--- src/rtl/irq_entry_pkg.sv ---
package irq_entry_pkg;

    localparam int WORD_W    = 16;
    localparam int TYPE_W    = 8;
    localparam int SEG_SHIFT = 4;
    localparam int PHYS_W    = WORD_W + SEG_SHIFT;
    localparam int IE_BIT    = 9;
    localparam int TRAP_BIT  = 8;
    localparam logic [TYPE_W-1:0] NMI_TYPE = TYPE_W'(2);
    localparam logic [WORD_W-1:0] WORD_STEP = WORD_W'(2);

    typedef enum logic [2:0] {
        ST_IDLE,
        ST_PUSH_FL,
        ST_PUSH_CS,
        ST_PUSH_IP,
        ST_RD_IP,
        ST_RD_CS,
        ST_FIN
    } seq_state_t;

    typedef struct packed {
        logic [WORD_W-1:0] flags;
        logic [WORD_W-1:0] cs;
        logic [WORD_W-1:0] ip;
        logic [WORD_W-1:0] ss;
        logic [TYPE_W-1:0] vtype;
    } entry_ctx_t;

    function automatic logic [PHYS_W-1:0] seg_to_phys(input logic [WORD_W-1:0] seg,
                                                      input logic [WORD_W-1:0] off);
        return PHYS_W'({seg, {SEG_SHIFT{1'b0}}}) + PHYS_W'(off);
    endfunction

    function automatic logic [PHYS_W-1:0] vector_addr(input logic [TYPE_W-1:0] vt,
                                                      input logic seg_word);
        return PHYS_W'({vt, seg_word, 1'b0});
    endfunction

    function automatic logic [WORD_W-1:0] entry_flags(input logic [WORD_W-1:0] f);
        logic [WORD_W-1:0] r;
        r = f;
        r[IE_BIT]   = 1'b0;
        r[TRAP_BIT] = 1'b0;
        return r;
    endfunction

endpackage

--- src/rtl/irq_prio_arb.sv ---
module irq_prio_arb
    import irq_entry_pkg::*;
(
    input  logic              clk,
    input  logic              rst,
    input  logic              nmi_req,
    input  logic              swi_req,
    input  logic [TYPE_W-1:0] swi_type,
    input  logic              intr_req,
    input  logic [TYPE_W-1:0] intr_type,
    input  logic              ie_flag,
    input  logic              take,
    output logic              grant_vld,
    output logic [TYPE_W-1:0] grant_type
);

    logic nmi_q;
    logic nmi_pend;

    always_ff @(posedge clk) begin
        if (rst) begin
            nmi_q    <= 1'b0;
            nmi_pend <= 1'b0;
        end else begin
            nmi_q <= nmi_req;
            if (take && nmi_pend)
                nmi_pend <= 1'b0;
            else if (nmi_req && !nmi_q)
                nmi_pend <= 1'b1;
        end
    end

    always_comb begin
        grant_vld  = nmi_pend || swi_req || (intr_req && ie_flag);
        if (nmi_pend)
            grant_type = NMI_TYPE;
        else if (swi_req)
            grant_type = swi_type;
        else
            grant_type = intr_type;
    end

endmodule

--- src/rtl/irq_entry_fsm.sv ---
module irq_entry_fsm
    import irq_entry_pkg::*;
(
    input  logic              clk,
    input  logic              rst,
    input  logic              boundary_i,
    input  logic              grant_vld,
    input  logic [TYPE_W-1:0] grant_type,
    input  logic [WORD_W-1:0] flags_i,
    input  logic [WORD_W-1:0] cs_i,
    input  logic [WORD_W-1:0] ip_i,
    input  logic [WORD_W-1:0] ss_i,
    input  logic [WORD_W-1:0] sp_i,
    input  logic [WORD_W-1:0] mem_rdata,
    input  logic              mem_ready,
    output logic              take,
    output logic              mem_req,
    output logic              mem_we,
    output logic [PHYS_W-1:0] mem_addr,
    output logic [WORD_W-1:0] mem_wdata,
    output logic              busy,
    output logic              done,
    output logic [WORD_W-1:0] new_ip,
    output logic [WORD_W-1:0] new_cs,
    output logic [WORD_W-1:0] new_sp,
    output logic [WORD_W-1:0] new_flags
);

    seq_state_t        state;
    entry_ctx_t        ctx;
    logic [WORD_W-1:0] sp_cur;
    logic [WORD_W-1:0] ip_q;
    logic [WORD_W-1:0] cs_q;
    logic              xfer;

    assign take = boundary_i && (state == ST_IDLE) && grant_vld;
    assign xfer = mem_req && mem_ready;

    always_ff @(posedge clk) begin
        if (rst) begin
            state  <= ST_IDLE;
            ctx    <= '0;
            sp_cur <= '0;
            ip_q   <= '0;
            cs_q   <= '0;
        end else begin
            unique case (state)
                ST_IDLE: if (take) begin
                    ctx.flags <= flags_i;
                    ctx.cs    <= cs_i;
                    ctx.ip    <= ip_i;
                    ctx.ss    <= ss_i;
                    ctx.vtype <= grant_type;
                    sp_cur    <= sp_i - WORD_STEP;
                    state     <= ST_PUSH_FL;
                end
                ST_PUSH_FL: if (xfer) begin
                    sp_cur <= sp_cur - WORD_STEP;
                    state  <= ST_PUSH_CS;
                end
                ST_PUSH_CS: if (xfer) begin
                    sp_cur <= sp_cur - WORD_STEP;
                    state  <= ST_PUSH_IP;
                end
                ST_PUSH_IP: if (xfer) state <= ST_RD_IP;
                ST_RD_IP: if (xfer) begin
                    ip_q  <= mem_rdata;
                    state <= ST_RD_CS;
                end
                ST_RD_CS: if (xfer) begin
                    cs_q  <= mem_rdata;
                    state <= ST_FIN;
                end
                ST_FIN:  state <= ST_IDLE;
                default: state <= ST_IDLE;
            endcase
        end
    end

    always_comb begin
        mem_req   = 1'b0;
        mem_we    = 1'b0;
        mem_addr  = '0;
        mem_wdata = '0;
        unique case (state)
            ST_PUSH_FL: begin
                mem_req = 1'b1; mem_we = 1'b1;
                mem_addr  = seg_to_phys(ctx.ss, sp_cur);
                mem_wdata = ctx.flags;
            end
            ST_PUSH_CS: begin
                mem_req = 1'b1; mem_we = 1'b1;
                mem_addr  = seg_to_phys(ctx.ss, sp_cur);
                mem_wdata = ctx.cs;
            end
            ST_PUSH_IP: begin
                mem_req = 1'b1; mem_we = 1'b1;
                mem_addr  = seg_to_phys(ctx.ss, sp_cur);
                mem_wdata = ctx.ip;
            end
            ST_RD_IP: begin
                mem_req  = 1'b1;
                mem_addr = vector_addr(ctx.vtype, 1'b0);
            end
            ST_RD_CS: begin
                mem_req  = 1'b1;
                mem_addr = vector_addr(ctx.vtype, 1'b1);
            end
            default: ;
        endcase
    end

    assign busy      = (state != ST_IDLE);
    assign done      = (state == ST_FIN);
    assign new_ip    = ip_q;
    assign new_cs    = cs_q;
    assign new_sp    = sp_cur;
    assign new_flags = entry_flags(ctx.flags);

endmodule

--- src/rtl/irq_entry_seq.sv ---
module irq_entry_seq
    import irq_entry_pkg::*;
(
    input  logic              clk,
    input  logic              rst,
    input  logic              boundary_i,
    input  logic              nmi_req,
    input  logic              swi_req,
    input  logic [TYPE_W-1:0] swi_type,
    input  logic              intr_req,
    input  logic [TYPE_W-1:0] intr_type,
    input  logic [WORD_W-1:0] flags_i,
    input  logic [WORD_W-1:0] cs_i,
    input  logic [WORD_W-1:0] ip_i,
    input  logic [WORD_W-1:0] ss_i,
    input  logic [WORD_W-1:0] sp_i,
    output logic              mem_req,
    output logic              mem_we,
    output logic [PHYS_W-1:0] mem_addr,
    output logic [WORD_W-1:0] mem_wdata,
    input  logic [WORD_W-1:0] mem_rdata,
    input  logic              mem_ready,
    output logic              busy,
    output logic              done,
    output logic [WORD_W-1:0] new_ip,
    output logic [WORD_W-1:0] new_cs,
    output logic [WORD_W-1:0] new_sp,
    output logic [WORD_W-1:0] new_flags
);

    logic              take;
    logic              grant_vld;
    logic [TYPE_W-1:0] grant_type;

    irq_prio_arb u_arb (
        .clk        (clk),
        .rst        (rst),
        .nmi_req    (nmi_req),
        .swi_req    (swi_req),
        .swi_type   (swi_type),
        .intr_req   (intr_req),
        .intr_type  (intr_type),
        .ie_flag    (flags_i[IE_BIT]),
        .take       (take),
        .grant_vld  (grant_vld),
        .grant_type (grant_type)
    );

    irq_entry_fsm u_fsm (
        .clk        (clk),
        .rst        (rst),
        .boundary_i (boundary_i),
        .grant_vld  (grant_vld),
        .grant_type (grant_type),
        .flags_i    (flags_i),
        .cs_i       (cs_i),
        .ip_i       (ip_i),
        .ss_i       (ss_i),
        .sp_i       (sp_i),
        .mem_rdata  (mem_rdata),
        .mem_ready  (mem_ready),
        .take       (take),
        .mem_req    (mem_req),
        .mem_we     (mem_we),
        .mem_addr   (mem_addr),
        .mem_wdata  (mem_wdata),
        .busy       (busy),
        .done       (done),
        .new_ip     (new_ip),
        .new_cs     (new_cs),
        .new_sp     (new_sp),
        .new_flags  (new_flags)
    );

endmodule

--- config.mk ---
export PLATFORM = sky130hd
export DESIGN_NAME = irq_entry_seq
export DESIGN_NICKNAME = d
export VERILOG_FILES = /design/src/rtl/irq_entry_pkg.sv /design/src/rtl/irq_prio_arb.sv /design/src/rtl/irq_entry_fsm.sv /design/src/rtl/irq_entry_seq.sv
export SDC_FILE = /design/constraint.sdc
export NUM_CORES = 1
export LEC_CHECK = 0
export ABC_AREA = 1
export BUFFER_PORTS_ARGS = -buffer_cell sky130_fd_sc_hd__buf_2
export CORE_ASPECT_RATIO = 1.75
export CORE_MARGIN = 3
export CORE_UTILIZATION = 57
export CTS_BUF_LIST = sky130_fd_sc_hd__clkbuf_8
export DETAILED_ROUTE_END_ITERATION = 7
export PLACE_DENSITY_LB_ADDON = 0.12
export SKIP_CTS_REPAIR_TIMING = 1
export SLEW_MARGIN = 20
export SYNTH_ARGS = -nofsm -noshare
export SYNTH_HDL_FRONTEND = slang
export SYNTH_HIERARCHICAL = 1
export SYNTH_SLANG_ARGS = --single-unit
--- constraint.sdc ---
create_clock -name clk -period 5.9 [get_ports clk]
set_input_delay 1.18 -clock clk [delete_from_list [all_inputs] [get_ports clk]]
set_output_delay 1.18 -clock clk [all_outputs]
set_load 0.01 [all_outputs]
==> run metrics <==
largest family of logic cells by synthesized area simple AND/OR/NAND/NOR gates; status finished clean; Final Cycle Share 0.6709; unrepaired setup endpoints after global routing false; total global-route track usage 0.2842; dpl hpwl 13750 um; TritonCTS buffer count 17; register area share after synthesis 0.3786; EDFF count, synth 0; # diodes 0; Slew HR 0.3461; Net Sw Power 1465 uW; TritonCTS clock tree built; global-route wire length before repair ~30000 um; Worst Setup End Kind primary output; clock network power share 0.219; HP Class reg2reg; starting DRC count in detailed routing between 300 and 400; distinct cell type count after synthesis 44; Final Power 3340 uW; Site Rows around 50; Worst EP required roughly 4.7 ns; TNS Setup 0 ns; Hold Slack ~0.46 ns; Post-Syn Instances 942; Final min period 3.958 ns; synthesized area roughly 6600 um^2; Yosys top cell area share 0.3786; M1 wire length 6832 um; Antenna Nets Post-Route 0; worst skew pair latency approximately 0.43 ns; share of cells above drive strength 1 0.2758; Worst Max-Slew Pin Slew 0.9797 ns; cell with the most instances after synthesis nand2_1; CORE AREA 11230 um^2; initial antenna violation count 0; RD Place Congestion 0.8682; Worst IR Drop VDD 0.3163 mV; fraction of registers with async set/reset 0; Synth top cells by count 184 x nand2_1, 125 x dfxtp_1, 106 x nor2_1; Initial Util 0.5886; total grt overflow 0; Nets 1255; Startpoint Class register; switch share 0.4387; final wirelength 18700 um; Initial DRT Pass Iterations 6; maximum capacitance violations 0; pwr dens 421.9 nW/um^2; clock-pin slew on the worst setup and hold paths about 0.070 ns; final max-slew violation count 0; # setup viols final 0; largest net degree at the start of global routing 114; Port Buffers 220; Yosys reg bits 125; adder-cell share of the synthesized area 0.02764; mux contribution to synthesized area 0; post-synthesis xor/xnor area fraction 0.007950; Die X 87.41 um; area delta synth->final 19.76%; leakage power 0.003839 uW; ys flop type dfxtp_1; Die Area 12980 um^2; Avg Synthesized Cell Area 7.017 um^2; Worst Skew 0.01210 ns; Fmax around 0.25 GHz; DRC 0; Worst Path Arrival roughly 2.8 ns; complex-gate fraction of the synthesized area 0.2023; top-level I/O count 223; WL/cell 14.76 um; synth top area cells dfxtp_1 38%, nand2_1 10%, a21oi_1 7.7%; Hold Fails Final Rpt 0; vias per cell 5.253; P_int 1874 uW; DR top layer met4; CP max FO 4; H-tree depth reported by CTS 4; CTS sink cnt between 100 and 150; Detail Route met2 WL about 9600 um; simple logic cell fraction of the synthesized area 0.2627; Combinational Power Share 0.444; crit path kind reg2out; Flop pwr share 0.338; largest area contributor in the netlist dfxtp_1; CTS Root Cell clkbuf_8; post-place setup slack 2.440 ns; vias ~6700; Ys Warns 6; Bufs on Longest Clock Path 2; Die Y 148.5 um; met3 WL 1394 um; vias in the first global route 6242; final worst slack 1.942 ns
==> critical path, cell delays in order (launching register included) <==
cell and delay [ns]:
dfxtp_1 0.37, ha_1 0.24, inv_1 0.07, fa_1 0.35, inv_1 0.07, nand2_1 0.07, a21oi_1 0.39, nand4_1 0.14
o211ai_1 0.17, nand2_1 0.10, o21ai_0 0.17, nor2_1 0.07, buf_2 0.14
==> sequential cells by signal (all words and copies together), names as in the netlist <==
signal and flops:
u_fsm/new_flags 14, u_fsm/ctx 58, u_fsm/new_ip 16, u_fsm/new_sp 16
u_fsm/new_cs 16, u_arb/nmi_q 1, u_arb/nmi_pend 1, u_fsm/state 3
==> placed cells by master, fill, tap and decap left out, types with 3 or more instances in the layout <==
master	n
a21oi_1	102
buf_4	5
o22ai_1	6
nand3b_1	7
a31oi_1	5
nand3_2	6
o221ai_1	16
nand2_1	184
ha_1	13
nand4_1	5
nand2_2	12
o21ai_0	97
nor2_2	10
nand3_1	32
clkinv_2	5
xor2_1	4
clkinvlp_4	4
nor2_1	105
inv_1	95
inv_2	7
or2_2	3
nor2_4	7
clkbuf_8	17
o21ai_1	12
a21o_1	3
dfxtp_1	125
buf_2	220
==> routing by layer <==
| layer | global-route usage | up-vias |
|---|---|---|
| li1 | - | 3410 |
| met1 | 0.3064 | 2946 |
| met2 | 0.5015 | 244 |
| met3 | 0.06208 | 56 |
| met4 | 0.1544 | 0 |
| met5 | 0 | - |
==> metrics by stage <==
stage	utilization	instance area [um^2]	std cells
finish	0.7049	7916	1267
global route	0.7049	7916	1267
CTS	0.7045	7913	1267
detailed placement	0.6705	7530	1235
global placement	0.6705	7530	1235
floorplan	-	6614	943
==> final timing paths <==
path,from,end,slack (ns),depth (start not counted)
setup / recovery,u_fsm/new_sp[4],mem_addr[18],1.94,12
hold / removal,u_fsm/ctx[2],u_fsm/ctx[2],0.46,2
setup reg to reg,u_fsm/state[2],u_fsm/new_sp[15],2.90,13
hold reg to reg,u_fsm/ctx[2],u_fsm/ctx[2],0.46,2
==> power by group through the flow <==
stage | combinational [uW] | sequential [uW] | clock (uW)
final | 1480 | 1130 | 730
after global routing | 1660 | 1140 | 777
after CTS | 1480 | 1130 | 741
after detailed placement | 1470 | 1140 | 0
after global placement | 1450 | 1140 | 0
after floorplan | 1120 | 1140 | 0
==> cell families after synthesis <==
group           after synthesis
fa+ha+maj                    14
flops                       125
other cells                   1
xor+xnor                      6
simple gates                382
buf+inv                     168
compound gates              246
==> area by class of cell <==
class	count	area [um^2]
fillers	1086	3314
well taps	132	165.2
clock inverters	15	148.9
repair buffers	225	1139
multi-input cells	650	3332
clock buffers	17	234.0
inverters	103	395.4
flip-flops and latches	125	2502
No activity file was read; power rests on OpenSTA's default activity.
